--- config.mk ---
export PLATFORM = sky130hd
export DESIGN_NAME = pow2_clkdiv
export DESIGN_NICKNAME = d
export VERILOG_FILES = /design/src/rtl/pow2div_pkg.sv /design/src/rtl/pow2div_regs.sv /design/src/rtl/pow2div_fsm.sv /design/src/rtl/pow2div_phase.sv /design/src/rtl/pow2div_outgate.sv /design/src/rtl/pow2_clkdiv.sv
export SDC_FILE = /design/constraint.sdc
export NUM_CORES = 1
export LEC_CHECK = 0
export ABC_AREA = 1
export BUFFER_PORTS_ARGS = -buffer_cell sky130_fd_sc_hd__buf_2
export CORE_ASPECT_RATIO = 0.8
export CORE_MARGIN = 10
export CORE_UTILIZATION = 40
export CTS_BUF_LIST = sky130_fd_sc_hd__clkbuf_16
export CTS_CLUSTER_SIZE = 24
export DETAILED_ROUTE_END_ITERATION = 8
export PLACE_DENSITY_LB_ADDON = 0.1
export SYNTH_ARGS = -nofsm -noshare
export SYNTH_HDL_FRONTEND = slang
export SYNTH_SLANG_ARGS = --single-unit
--- constraint.sdc ---
create_clock -name ref_clk -period 6.7 [get_ports ref_clk]
set_input_delay 1.34 -clock ref_clk [delete_from_list [all_inputs] [get_ports ref_clk]]
set_output_delay 1.34 -clock ref_clk [all_outputs]
set_load 0.02 [all_outputs]
--- src/rtl/pow2div_pkg.sv ---
package pow2div_pkg;

    typedef enum logic [1:0] {
        GS_IDLE,
        GS_WARMUP,
        GS_RUN,
        GS_SETTLE
    } gate_state_e;

    // exponent code to shift amount; code 0 aliases to code 1
    function automatic int unsigned code_to_shift(input int unsigned code);
        return (code == 0) ? 0 : code - 1;
    endfunction

endpackage

--- src/rtl/pow2div_regs.sv ---
module pow2div_regs #(
    parameter int          ADDR_W     = 16,
    parameter int          DATA_W     = 8,
    parameter int unsigned BASE_ADDR  = 'h0400,
    parameter int unsigned DIV_OFFSET = 'h43,
    parameter int unsigned EN_OFFSET  = 'h46,
    parameter int          EN_BIT     = 7,
    parameter int          CODE_W     = 3
) (
    input  logic              clk,
    input  logic              rst_n,
    input  logic [ADDR_W-1:0] bus_addr,
    input  logic [DATA_W-1:0] bus_wdata,
    input  logic              bus_we,
    output logic [DATA_W-1:0] bus_rdata,
    output logic              en_q,
    output logic [CODE_W-1:0] code_q
);

    localparam logic [ADDR_W-1:0] DIV_ADDR = ADDR_W'(BASE_ADDR + DIV_OFFSET);
    localparam logic [ADDR_W-1:0] EN_ADDR  = ADDR_W'(BASE_ADDR + EN_OFFSET);

    logic hit_div;
    logic hit_en;
    logic unused_wdata;

    assign hit_div      = (bus_addr == DIV_ADDR);
    assign hit_en       = (bus_addr == EN_ADDR);
    assign unused_wdata = ^bus_wdata;

    always_ff @(posedge clk or negedge rst_n) begin
        if (!rst_n) begin
            en_q   <= 1'b0;
            code_q <= '0;
        end else begin
            if (bus_we && hit_div) begin
                code_q <= bus_wdata[CODE_W-1:0];
            end
            if (bus_we && hit_en) begin
                en_q <= bus_wdata[EN_BIT];
            end
        end
    end

    always_comb begin
        bus_rdata = '0;
        if (hit_div) begin
            bus_rdata[CODE_W-1:0] = code_q;
        end
        if (hit_en) begin
            bus_rdata[EN_BIT] = en_q;
        end
    end


    en_wr_chk: assert property (@(posedge clk) disable iff (!rst_n)
        (bus_we && hit_en) |=> (en_q == $past(bus_wdata[EN_BIT])));


    foreign_wr_chk: assert property (@(posedge clk) disable iff (!rst_n)
        (bus_we && !hit_en && !hit_div) |=> ($stable(en_q) && $stable(code_q)));

endmodule

--- src/rtl/pow2div_fsm.sv ---
module pow2div_fsm
    import pow2div_pkg::*;
#(
    parameter int CODE_W = 3,
    parameter int SH_W   = 3,
    parameter int LAT_W  = 8
) (
    input  logic              clk,
    input  logic              rst_n,
    input  logic              en_q,
    input  logic [CODE_W-1:0] code_q,
    input  logic              phase_last,
    output logic [SH_W-1:0]   shift_q,
    output logic              running,
    output logic              load,
    output logic              run_next
);

    gate_state_e state;
    gate_state_e nxt;

    logic [LAT_W-1:0] cnt;
    logic [LAT_W-1:0] scnt;
    logic [LAT_W-1:0] div_now;
    logic [LAT_W-1:0] start_lat;
    logic [LAT_W-1:0] stop_lat;
    logic [SH_W-1:0]  cap_shift;

    assign div_now   = LAT_W'(1) << shift_q;
    assign start_lat = LAT_W'(2) + LAT_W'(3) * div_now;
    assign stop_lat  = LAT_W'(3) * div_now;
    assign cap_shift = SH_W'(code_to_shift(int'(code_q)));

    // next state
    always_comb begin
        nxt = state;
        unique case (state)
            GS_IDLE:   nxt = en_q ? GS_WARMUP : GS_IDLE;
            GS_WARMUP: begin
                if (!en_q) begin
                    nxt = GS_IDLE;
                end else if (cnt == start_lat - LAT_W'(2)) begin
                    nxt = GS_RUN;
                end
            end
            GS_RUN:    nxt = (!en_q && phase_last) ? GS_SETTLE : GS_RUN;
            GS_SETTLE: nxt = (scnt >= stop_lat - LAT_W'(1)) ? GS_IDLE : GS_SETTLE;
            default:   nxt = GS_IDLE;
        endcase
    end

    // state register
    always_ff @(posedge clk or negedge rst_n) begin
        if (!rst_n) begin
            state <= GS_IDLE;
        end else begin
            state <= nxt;
        end
    end

    // counters and ratio capture
    always_ff @(posedge clk or negedge rst_n) begin
        if (!rst_n) begin
            cnt     <= '0;
            scnt    <= '0;
            shift_q <= '0;
        end else begin
            if (state == GS_IDLE && en_q) begin
                shift_q <= cap_shift;
            end
            if (state == GS_WARMUP) begin
                cnt <= cnt + LAT_W'(1);
            end else begin
                cnt <= '0;
            end
            if (state == GS_RUN) begin
                scnt <= en_q ? '0 : scnt + LAT_W'(1);
            end else if (state == GS_SETTLE) begin
                scnt <= scnt + LAT_W'(1);
            end else begin
                scnt <= '0;
            end
        end
    end

    // outputs
    always_comb begin
        running  = (state == GS_RUN);
        run_next = (nxt == GS_RUN);
        load     = (state == GS_WARMUP) && (nxt == GS_RUN);
    end


    div_hold_chk: assert property (@(posedge clk) disable iff (!rst_n)
        (state != GS_IDLE) |=> $stable(shift_q));


    start_src_chk: assert property (@(posedge clk) disable iff (!rst_n)
        $rose(running) |-> ($past(state) == GS_WARMUP && $past(en_q)));


    stop_win_chk: assert property (@(posedge clk) disable iff (!rst_n)
        (state == GS_RUN) |-> (scnt < stop_lat));

endmodule

--- src/rtl/pow2div_phase.sv ---
module pow2div_phase #(
    parameter int SH_W = 3,
    parameter int PH_W = 7
) (
    input  logic            clk,
    input  logic            rst_n,
    input  logic [SH_W-1:0] shift_q,
    input  logic            load,
    input  logic            run_next,
    output logic            phase_last,
    output logic            hi_q
);

    logic [PH_W-1:0] phase;
    logic [PH_W-1:0] ph_next;
    logic [PH_W-1:0] last_val;
    logic [PH_W-1:0] half_m;
    logic            hi_load;
    logic            hi_step;

    always_comb begin
        last_val   = (PH_W'(1) << shift_q) - PH_W'(1);
        half_m     = (PH_W'(1) << shift_q) >> 1;
        phase_last = (phase == last_val);
        ph_next    = phase_last ? '0 : phase + PH_W'(1);
        hi_load    = (shift_q != '0);
        hi_step    = (shift_q != '0) && ((ph_next & half_m) == '0);
    end

    always_ff @(posedge clk or negedge rst_n) begin
        if (!rst_n) begin
            phase <= '0;
            hi_q  <= 1'b0;
        end else if (load) begin
            phase <= '0;
            hi_q  <= hi_load;
        end else if (run_next) begin
            phase <= ph_next;
            hi_q  <= hi_step;
        end else begin
            phase <= '0;
            hi_q  <= 1'b0;
        end
    end


    rise_at_start_chk: assert property (@(posedge clk) disable iff (!rst_n)
        $rose(hi_q) |-> (phase == '0));


    fall_at_half_chk: assert property (@(posedge clk) disable iff (!rst_n)
        $fell(hi_q) |-> (phase == half_m));

endmodule

--- src/rtl/pow2div_outgate.sv ---
module pow2div_outgate #(
    parameter int SH_W = 3
) (
    input  logic            clk,
    input  logic            rst_n,
    input  logic            running,
    input  logic            hi_q,
    input  logic [SH_W-1:0] shift_q,
    output logic            clk_out
);

    logic gate_lo;

    // enable retimed on the falling edge so the AND cannot clip a high phase
    always_ff @(negedge clk or negedge rst_n) begin
        if (!rst_n) begin
            gate_lo <= 1'b0;
        end else begin
            gate_lo <= running;
        end
    end

    assign clk_out = (shift_q == '0) ? (clk & gate_lo) : hi_q;


    quiet_out_chk: assert property (@(posedge clk) disable iff (!rst_n)
        !running |-> !hi_q);

endmodule

--- src/rtl/pow2_clkdiv.sv ---
module pow2_clkdiv #(
    parameter int          ADDR_W     = 16,
    parameter int unsigned BASE_ADDR  = 'h0400,
    parameter int unsigned DIV_OFFSET = 'h43,
    parameter int unsigned EN_OFFSET  = 'h46,
    parameter int          EN_BIT     = 7,
    parameter int          CODE_W     = 3
) (
    input  logic              ref_clk,
    input  logic              rst_n,
    input  logic [ADDR_W-1:0] bus_addr,
    input  logic [7:0]        bus_wdata,
    input  logic              bus_we,
    output logic [7:0]        bus_rdata,
    output logic              clk_out,
    output logic              gate_active
);

    localparam int SHIFT_MAX = (1 << CODE_W) - 2;
    localparam int MAX_DIV   = 1 << SHIFT_MAX;
    localparam int SH_W      = $clog2(SHIFT_MAX + 1);
    localparam int PH_W      = SHIFT_MAX + 1;
    localparam int LAT_W     = $clog2(3 * MAX_DIV + 3);

    logic              en_q;
    logic [CODE_W-1:0] code_q;
    logic [SH_W-1:0]   shift_q;
    logic              running;
    logic              load;
    logic              run_next;
    logic              phase_last;
    logic              hi_q;

    pow2div_regs #(
        .ADDR_W     (ADDR_W),
        .DATA_W     (8),
        .BASE_ADDR  (BASE_ADDR),
        .DIV_OFFSET (DIV_OFFSET),
        .EN_OFFSET  (EN_OFFSET),
        .EN_BIT     (EN_BIT),
        .CODE_W     (CODE_W)
    ) u_regs (
        .clk       (ref_clk),
        .rst_n     (rst_n),
        .bus_addr  (bus_addr),
        .bus_wdata (bus_wdata),
        .bus_we    (bus_we),
        .bus_rdata (bus_rdata),
        .en_q      (en_q),
        .code_q    (code_q)
    );

    pow2div_fsm #(
        .CODE_W (CODE_W),
        .SH_W   (SH_W),
        .LAT_W  (LAT_W)
    ) u_fsm (
        .clk        (ref_clk),
        .rst_n      (rst_n),
        .en_q       (en_q),
        .code_q     (code_q),
        .phase_last (phase_last),
        .shift_q    (shift_q),
        .running    (running),
        .load       (load),
        .run_next   (run_next)
    );

    pow2div_phase #(
        .SH_W (SH_W),
        .PH_W (PH_W)
    ) u_phase (
        .clk        (ref_clk),
        .rst_n      (rst_n),
        .shift_q    (shift_q),
        .load       (load),
        .run_next   (run_next),
        .phase_last (phase_last),
        .hi_q       (hi_q)
    );

    pow2div_outgate #(
        .SH_W (SH_W)
    ) u_gate (
        .clk     (ref_clk),
        .rst_n   (rst_n),
        .running (running),
        .hi_q    (hi_q),
        .shift_q (shift_q),
        .clk_out (clk_out)
    );

    assign gate_active = running;

endmodule

After elaboration in Yosys (flattened, before gate mapping) --
Cells that the tools add are included. Widths: inputs -> output; s select.
Word-level totals: flip-flop bits (word level) 34
Cells by class: $add $sub $neg 8, multipliers 1, $lt $le $gt $ge 1, equality and inequality tests 8, shifts and indexed selects 2, mux-type cells 19, bitwise operators 2, reduce and logical (&&, ||, !) cells 12
Operators with widths (number):
- $eq 16x11->1 const B | 2
- $mux 8 | 4
- $mux 7 | 3
- $add 8x1->8 const B | 2
- $add 2x8->8 const A | 1
- $eq 8x8->1 | 1
- $ge 8x8->1 | 1
- $mul 2x8->8 const A | 1
- $pmux 2 s4 | 1
- $shl 1x3->8 const A | 1
- $sub 8x1->8 const B | 1
- $sub 8x2->8 const B | 1
- $add 7x1->7 const B | 1
- $and 7x6->7 | 1
- $eq 7x7->1 | 1
- $logic_not 7->1 | 1
- $shl 1x3->7 const A | 1
- $sub 7x2->7 const B | 1
- $eq 2x2->1 const B | 3
- $logic_and 1x1->1 | 6
- $logic_not 3->1 | 2
- $mux 1 | 6
- $mux 2 | 3
- $mux 3 | 2
- 6 further kinds | 6

Logic depth before layout (Yosys ltp) --
Gate-level depths: netlist of the first run.
depth in word-level cells 11, depth in mapped cells 25, depth with buffers taken out 24

Modules after synthesis --
A second synthesis of the first run with hierarchy kept.
Unflattened totals: cells, all modules 366, area total of the unflattened synthesis 2563.7 µm²
Modules (own cells, without submodules):
- pow2div_fsm | times used 1, cells an instance 206, area an instance 1472.7 µm², seq. area each 525.5 µm²
- pow2div_phase | times used 1, cells an instance 99, area an instance 705.7 µm², seq. area each 200.2 µm²
- pow2div_regs | times used 1, cells an instance 52, area an instance 326.6 µm², seq. area each 100.1 µm²
- pow2div_outgate | times used 1, cells an instance 9, area an instance 58.8 µm², seq. area each 25.0 µm²

==> metrics.md, run 1 <==
| Metric | Value |
|---|---|
| Cells after Synth | `approximately 410` |
| Mux contribution to synthesized area | `0` |
| Gr usage total | `0.128` |
| Final setup fails | `0` |
| Flops & latches, synth | `34` |
| # fillers | `slightly above 700` |
| CTS tree | `yes` |
| Critical Path Start Type | `flop` |
| Final non-filler cell total | `approximately 530` |
| Reg2reg start | `u_fsm.shift_q[2]` |
| Yosys warnings | `0` |
| WL final | `about 6700 µm` |
| Area of the multi-input gates | `1730 µm²` |
| Initial Utilization | `0.417` |
| Pwr Total | `roughly 900 µW` |
| Largest family of logic cells by synthesized area | `simple AND/OR/NAND/NOR gates` |
| Sequential element share of the synthesized area | `0.293` |
| Setup Total Neg Slack | `0 ns` |
| Vias per cell | `~4.8` |
| Max Slew Vio Count | `0` |
| Worst r2r path cells | `21` |
| Worst hold path startpoint | `u_fsm.cnt[0]` |
| Clock-pin slew on the worst setup and hold paths | `0.06 ns` |
| Cts hold-fix bufs | `0` |
| Fraction of layout cells with a size suffix above 1 | `0.170` |
| RSZ-0062 raised after global routing | `no` |
| Register area | `between 800 and 900 µm²` |
| Ranking of synthesized cells by area | `dfrtp_1 (28%), nand2_1 (12%), ha_1 (9.5%), inv_1 (8.3%), nand3_1 (7.4%)` |
| Core Area | `about 7000 µm²` |
| LEAKAGE | `0.00171 µW` |
| Area share of fa/ha/maj cells after synthesis | `0.102` |
| Remaining antenna violation count | `0` |
| Placed insts | `between 500 and 600` |
| Final GP Congestion | `0.850` |
| Critical path capture point type | `primary output` |
| Max Cap Violations | `0` |
| Slew of the pin with the lowest slew margin | `0.685 ns` |
| Syn-to-layout area delta | `14.0%` |
| Critical path class | `reg2out` |
| DR vias | `~2,500` |
| Yosys top cell area share | `0.285` |
| Die width | `115 µm` |
| Synth cell types | `38` |
| Simple-gate area share of the yosys netlist | `0.393` |
| Starting DRC count in detailed routing | `about 120` |
| Overflow after GRT | `0` |
| Initial antenna violation count | `0` |
| Dpl hpwl | `between 5000 and 6000 µm` |
| Worst endpoint required time | `5.36 ns` |
| Dpl ws | `around 1.3 ns` |
| Cells along the critical path | `nand2_1 -> o21ai_0 -> buf_2` |
| Post-synthesis xor/xnor area fraction | `0.0362` |
| Clock skew | `approximately 0.042 ns` |
| Hold Crit Class | `reg2reg` |
| I/O Buffers | `28` |
| Fin util | `0.475` |
| Yosys top cell by area | `dfrtp_1` |
| DR WL/cell | `12.6 µm` |
| Ant diodes | `0` |
| Die area | `approximately 11,000 µm²` |
| R2R Setup Slk | `2.34 ns` |
| Slew HR | `0.540` |
| Slowest stage delay, CP | `between 0.3 and 0.4 ns` |
| Complex-gate fraction of the synthesized area | `0.0600` |
| Worst Hold Endpoint | `u_fsm.cnt[0]` |
| Final Hold Fails | `0` |
| Rows | `27` |
| P per Cell Area | `around 270 nW/µm²` |
| Largest net degree at the start of global routing | `34` |
| Clock Latency Late Sink | `approximately 0.43 ns` |
| Number of global-route vias before repair | `2,513` |
| Slowest cell on crit path | `dfrtn_1` |
| Ports | `37` |
| First-pass GRT wire length | `about 12,000 µm` |
| Nets | `490` |
| Post-layout worst setup margin | `0.822 ns` |
| Worst R2R End | `u_phase.hi_q` |
| Status | `completed` |
| Drt drc | `0` |
| Avg Inst Size Synth | `~7 µm²` |
| Peak VDD IR | `between 100 and 150 µV` |
| Postcts setup bufs | `0` |
| Worst-path maximum fanout | `1` |
| Die Height | `~96 µm` |
| Hold Path Cell Cnt | `1` |
| Detailed-router iteration count before antenna repair | `5` |
| Cell Area, Synth | `just under 3000 µm²` |
| WP data arrival | `between 4 and 5 ns` |
| CTS resizes | `0` |
==> per-stage QoR <==
| step | instance area [µm²] | hold WS [ns] |
|---|---|---|
| final | 3310 | 0.504 |
| after global routing | 3310 | 0.534 |
| after CTS | 3310 | 0.507 |
| after detailed placement | 3090 | 0.498 |
| after global placement | 3090 | 0.496 |
| after floorplan | 2910 | 0.455 |
==> layout by cell type (no fill, tap or decap), drive strengths merged <==
cell        n
fa          1
clkinv      2
dfrtp      33
xor2        9
nand4       6
clkbuf      8
buf        29
clkinvlp    1
nand3b      3
a22oi       1
a21oi      12
nand2     106
nor3b       6
or4         1
o21bai      1
o21ai      10
dfrtn       1
nor2       52
nand3      46
xnor2       3
ha         22
conb        4
o31ai       1
inv        66
a211oi      1
nor4        2
nor3       14
==> metal layers <==
| metal | GRT usage | part of all wire |
|---|---|---|
| met1 | 0.174 | 0.52 |
| met2 | 0.191 | 0.41 |
| met3 | 0.0417 | 0.054 |
| met4 | 0.0360 | 0.0065 |
| met5 | 0 | 0 |
==> registers in the layout, indices dropped and copies added (netlist names) <==
name,flops
u_fsm.cnt,8
u_fsm.scnt,8
u_phase.phase,7
u_fsm.shift_q,3
u_regs.code_q,3
u_fsm.state,2
u_gate.gate_lo,1
u_phase.hi_q,1
u_regs.en_q,1
==> Yosys cell counts <==
cell type / instances
a211oi_1: 1
a21oi_1: 11
a21oi_4: 1
a22oi_1: 1
buf_4: 4
buf_6: 4
clkbuf_1: 1
conb_1: 1
dfrtn_1: 1
dfrtp_1: 33
fa_1: 1
ha_1: 22
inv_1: 64
inv_2: 1
inv_6: 1
nand2_1: 91
nand2_2: 13
nand2_4: 2
nand3_1: 43
nand3_2: 2
nand3_4: 1
nand3b_1: 3
nand4_1: 5
nand4_2: 1
nor2_1: 40
nor2_2: 9
nor2_4: 3
nor3_1: 14
nor3b_1: 6
nor4_1: 2
o21ai_0: 8
o21ai_1: 1
o21ai_4: 1
o21bai_4: 1
o31ai_1: 1
or4_1: 1
xnor2_1: 3
xor2_1: 9
==> worst max-delay path, delay by kind of cell (launching register included) <==
family / cells / cell delay (ns)
buffers and inverters: 1 / 0.19
AND/OR/NAND/NOR: 1 / 0.04
AO/OA/AOI/OAI: 1 / 0.15
flip-flops: 1 / 0.38
==> area by class of cell <==
cell class	count	area share
clock buffers	9	0.0621
well taps	87	0.0329
multi-input cells	301	0.523
inverters	66	0.0765
repair buffers	28	0.0431
flip-flops and latches	34	0.257
clock inverters	3	0.00492
==> cells by family after synthesis <==
family | after synthesis
AO/OA/AOI/OAI | 26
XOR/XNOR | 12
adder cells (fa/ha/maj) | 23
buffers and inverters | 75
flip-flops | 34
other | 1
AND/OR/NAND/NOR | 236
==> power by group <==
group / leakage [µW] / switching, µW / total [µW] / internal [µW]
Combinational: 0.00118 / 188 / 297 / 109
Sequential: 0.000426 / 37.5 / 273 / 236
Clock: 0.000112 / 102 / 313 / 212
Total: 0.00171 / 328 / 884 / 556
==> worst max-delay path by stage <==
stage                         startpoint       to  depth (start not counted)
after floorplan           u_gate.gate_lo  clk_out                          2
after global placement    u_gate.gate_lo  clk_out                          3
after detailed placement  u_gate.gate_lo  clk_out                          3
after CTS                 u_gate.gate_lo  clk_out                          3
after global routing      u_gate.gate_lo  clk_out                          3
final                     u_gate.gate_lo  clk_out                          3
(Power assumes the default switching activity.)
==> inputs of run 2 (changes only) <==
- RECOVER_POWER: unset -> 100
==> run 2 against run 1 <==
- the run now ends with max-capacitance violations, max-slew violations left
- cell area down 1.2%
- largest power group unchanged
- sequential share of layout area is 0.32 points higher
- critical path depth is the same
- cell count unchanged
- largest cell class unchanged
- first-iteration DRC count is 7.3% higher
- non-clock buffer count unchanged
==> metrics.md, run 2 (synthesized netlist as in run 1, its figures left out) <==
| Metric | Value |
|---|---|
| Critical Path Start Type | `flop` |
| Final GP Congestion | `roughly 0.85` |
| Starting DRC count in detailed routing | `approximately 130` |
| Grt met1 use | `0.174` |
| Clock Latency Late Sink | `roughly 0.43 ns` |
| Fraction of layout cells with a size suffix above 1 | `0.147` |
| Grt met3 use | `0.0417` |
| Worst endpoint required time | `~5.4 ns` |
| Hold Crit Class | `reg2reg` |
| Clock-pin slew on the worst setup and hold paths | `0.06 ns` |
| RSZ-0062 raised after global routing | `no` |
| Cts hold-fix bufs | `0` |
| Failing checks | `max-capacitance violations, max-slew violations` |
| Slowest stage delay, CP | `approximately 0.38 ns` |
| Top Usage Layer GRT | `met2` |
| Final setup fails | `0` |
| Nets | `490` |
| DR WL/cell | `around 13 µm` |
| Regs by FF count | `u_fsm.cnt (8), u_fsm.scnt (8), u_phase.phase (7)` |
| Gr usage total | `0.128` |
| Max Cap Violations | `1` |
| Slew HR | `-0.224` |
| Die Height | `between 90 and 100 µm` |
| Dpl hpwl | `roughly 5400 µm` |
| CTS resizes | `0` |
| Crit-path leading delay family | `flip-flops` |
| Final Hold Fails | `0` |
| Post-layout worst setup margin | `roughly 0.74 ns` |
| Status | `finished with violations` |
| Rows | `27` |
| P per Cell Area | `267 nW/µm²` |
| First-pass GRT wire length | `~12,000 µm` |
| Clock skew | `approximately 0.043 ns` |
| Remaining antenna violation count | `0` |
| WL final | `6670 µm` |
| I/O Buffers | `28` |
| Detailed-router iteration count before antenna repair | `4` |
| Syn-to-layout area delta | `12.6%` |
| Postcts setup bufs | `0` |
| Die area | `~11,000 µm²` |
| Peak VDD IR | `138 µV` |
| Initial Utilization | `0.417` |
| Vias per cell | `just under 5` |
| Max Slew Vio Count | `34` |
| Most frequent cells in the layout | `nand2_1 (91), inv_1 (64), nand3_1 (44)` |
| Worst-path maximum fanout | `1` |
| Dpl ws | `1.31 ns` |
| DR vias | `about 2,600` |
| Largest net degree at the start of global routing | `34` |
| Setup Total Neg Slack | `0 ns` |
| Cells along the critical path | `nand2_1 -> o21ai_0 -> clkbuf_1` |
| Met2 usage | `0.191` |
| Core Area | `6960 µm²` |
| Initial antenna violation count | `0` |
| Ant diodes | `0` |
| LEAKAGE | `about 0.0017 µW` |
| Ports | `37` |
| WP data arrival | `~4.6 ns` |
| Critical path capture point type | `primary output` |
| Slew of the pin with the lowest slew margin | `1.84 ns` |
| Commonest non-fill, non-tap cell in the layout | `nand2_1` |
| CTS tree | `yes` |
| Slowest cell on crit path | `dfrtn_1` |
| Overflow after GRT | `0` |
| Die width | `between 100 and 150 µm` |
| WP buf/inv | `1` |
| Drt drc | `0` |
| Number of global-route vias before repair | `approximately 2,500` |
| Critical path class | `reg2out` |
==> run 2: metrics by stage <==
step / power [µW] / utilization / std cells / instance area (µm²) / hold slack [ns]
after floorplan: 511 / - / 410 / 2910 / 0.455
after global placement: 573 / 0.444 / 517 / 3090 / 0.496
after detailed placement: 577 / 0.444 / 517 / 3090 / 0.498
after CTS: 897 / 0.475 / 528 / 3310 / 0.507
after global routing: 946 / 0.469 / 528 / 3270 / 0.534
final: 871 / 0.469 / 528 / 3270 / 0.505
==> run 2: metal layers <==
layer,routed length (µm),share of wire
met1,3500,0.52
met2,2750,0.41
met3,379,0.057
met4,45,0.0067
met5,0,0
==> run 2: path summary, 6_finish.rpt <==
path / start / slack (ns) / cells past startpoint / to
worst min register to register: u_fsm.cnt[0] / 0.50 / 1 / u_fsm.cnt[0]
max in group asynchronous: rst_n / 2.50 / 1 / u_gate.gate_lo
min in group asynchronous: rst_n / 1.70 / 2 / u_fsm.scnt[2]
worst max-delay path: u_gate.gate_lo / 0.74 / 3 / clk_out
worst min-delay path: u_fsm.cnt[0] / 0.50 / 1 / u_fsm.cnt[0]
worst max register to register: u_fsm.shift_q[2] / 1.89 / 21 / u_phase.hi_q
==> run 2: cell type report <==
cell class	count	area, µm²
Tap cell	87	109
Timing Repair Buffer	28	131
Fill cell	723	3690
Clock buffer	9	204
Clock inverter	3	16.3
Inverter	66	249
Multi-Input combinational cell	301	1710
Sequential cell	34	851
==> run 2: power by group <==
group	total [µW]	leakage (µW)	internal [µW]	switching [µW]
combinational	287	0.00114	104	184
clock	312	0.000107	212	101
sequential	272	0.000426	236	35.8
total	871	0.00167	551	320
==> inputs of run 3 (changes only) <==
--- a/config.mk
+++ b/config.mk
@@ -9,2 +9,3 @@
 export BUFFER_PORTS_ARGS = -buffer_cell sky130_fd_sc_hd__buf_2
+export CAP_MARGIN = 20
 export CORE_ASPECT_RATIO = 0.8
==> constraint.sdc (replaced) <==
create_clock -name ref_clk -period 6.7 [get_ports ref_clk]
set_input_delay 0.67 -clock ref_clk [delete_from_list [all_inputs] [get_ports ref_clk]]
set_output_delay 0.67 -clock ref_clk [all_outputs]
set_load 0.02 [all_outputs]
==> run 3 against run 2 <==
- the flow still finishes with violations (max-capacitance violations, max-slew violations)
- total power increased by 4.4%
- via count hardly changed
- sequential cell count is the same
- die area is the same
- clock skew about the same
- clock power grew 12%
- critical path type unchanged
- largest power group unchanged
- highest routed layer unchanged
==> metrics.md, run 3 (synthesized netlist as in run 1, its figures left out) <==
| Metric | Value |
|---|---|
| Status | `finished with violations` |
| Failing checks | `max-capacitance violations, max-slew violations` |
| Final Hold Fails | `0` |
| Post-route design area | `~3300 µm²` |
| Peak VDD IR | `133 µV` |
| Ant diodes | `0` |
| # fillers | `roughly 720` |
| Worst endpoint required time | `slightly above 6 ns` |
| CTS resizes | `0` |
| CTS tree | `yes` |
| Slew of the pin with the lowest slew margin | `1.91 ns` |
| P per Cell Area | `approximately 280 nW/µm²` |
| RSZ-0062 raised after global routing | `no` |
| I/O Buffers | `28` |
| Worst r2r path cells | `21` |
| Ports | `37` |
| Drt drc | `0` |
| LEAKAGE | `about 0.0017 µW` |
| DR vias | `roughly 2,600` |
| Initial Utilization | `0.417` |
| Max Slew Vio Count | `35` |
| Worst-path maximum fanout | `1` |
| Overflow after GRT | `0` |
| Initial antenna violation count | `0` |
| Clock skew | `around 0.043 ns` |
| Reg2reg start | `u_fsm.shift_q[2]` |
| Fraction of layout cells with a size suffix above 1 | `0.145` |
| First-pass GRT wire length | `11,400 µm` |
| Critical path class | `reg2out` |
| Final GP Congestion | `0.825` |
| Dpl hpwl | `between 5000 and 6000 µm` |
| Core Area | `between 6000 and 7000 µm²` |
| Nets | `490` |
| Cells along the critical path | `nand2_1 -> o21ai_0 -> clkbuf_1` |
| Regs by FF count | `u_fsm.cnt (8), u_fsm.scnt (8), u_phase.phase (7)` |
| Hold Path Cell Cnt | `3` |
| Most frequent cells in the layout | `nand2_1 (92), inv_1 (65), nand3_1 (44)` |
| Die area | `11,100 µm²` |
| Detailed-router iteration count before antenna repair | `4` |
| Vias per cell | `between 4 and 5` |
| WP data arrival | `between 4 and 5 ns` |
| Syn-to-layout area delta | `13.3%` |
| WL final | `6720 µm` |
| Max Cap Violations | `1` |
| Hold Crit Class | `in2reg` |
| Slew HR | `-0.270` |
| Die Height | `between 90 and 100 µm` |
| Worst hold path startpoint | `bus_wdata[0]` |
| Remaining antenna violation count | `0` |
| DR WL/cell | `around 13 µm` |
| DP Area | `around 3100 µm²` |
| Setup Total Neg Slack | `0 ns` |
| Commonest non-fill, non-tap cell in the layout | `nand2_1` |
| Number of global-route vias before repair | `about 2,500` |
| Clock-pin slew on the worst setup and hold paths | `about 0.05 ns` |
| Slowest stage delay, CP | `about 0.38 ns` |
| Final setup fails | `0` |
| Worst setup path startpoint | `u_gate.gate_lo` |
| Clock Latency Late Sink | `0.43 ns` |
| Placed insts | `a little over 500` |
| Die width | `115 µm` |
| Starting DRC count in detailed routing | `105` |
| Rows | `27` |
| Slowest cell on crit path | `dfrtn_1` |
| Critical path capture point type | `primary output` |
| Postcts setup bufs | `0` |
| Final non-filler cell total | `approximately 530` |
| Largest net degree at the start of global routing | `35` |
| Gr usage total | `0.128` |
| Critical Path Start Type | `flop` |
| Cts hold-fix bufs | `0` |
-- run 3: per-layer routing --
metal,vias up,wire length (µm),part of all wire,global-route usage
met5,-,0,0,0
met4,0,67,0.010,0.0453
met2,51,2710,0.40,0.189
li1,1359,-,-,-
met1,1138,3590,0.53,0.171
met3,8,353,0.052,0.0398
-- run 3: report_power, final --
group	total (µW)	internal [µW]	switching [µW]
Clock	350	249	101
Sequential	272	236	36.4
Combinational	287	103	184
Total	910	588	322
-- run 3: final timing paths --
path                       slack, ns          endpoint
setup / recovery                1.43           clk_out
hold / removal                  0.49  u_regs.code_q[0]
setup reg to reg                1.81      u_phase.hi_q
hold reg to reg                 0.49     u_fsm.scnt[0]
max in group asynchronous       1.51    u_gate.gate_lo
min in group asynchronous       0.88  u_phase.phase[3]
-- run 3: cell type report --
class / count / area, µm² / area share
Timing Repair Buffer: 28 / 133 / 0.0404
Clock inverter: 3 / 37.5 / 0.0114
Inverter: 66 / 249 / 0.0758
Clock buffer: 9 / 204 / 0.0621
Sequential cell: 34 / 851 / 0.259
Tap cell: 87 / 109 / 0.0331
Multi-Input combinational cell: 301 / 1700 / 0.518
-- run 3: per-stage QoR --
step | setup WS (ns) | hold slack, ns | power, µW | utilization
global route | 1.10 | 0.492 | 979 | 0.472
finish | 1.43 | 0.486 | 910 | 0.472
floorplan | 1.79 | 0.374 | 511 | -
detailed placement | 1.98 | 0.484 | 578 | 0.444
global placement | 1.98 | 0.479 | 573 | 0.444
CTS | 1.51 | 0.334 | 933 | 0.478
-- run 3: worst max-delay path: cells and delay by family (launching register included) --
kind                   cells  cell delay (ns)
and+or+nand+nor            1             0.04
DFF                        1             0.38
AOI/OAI and AO/OA          1             0.14
buffers and inverters      1             0.25
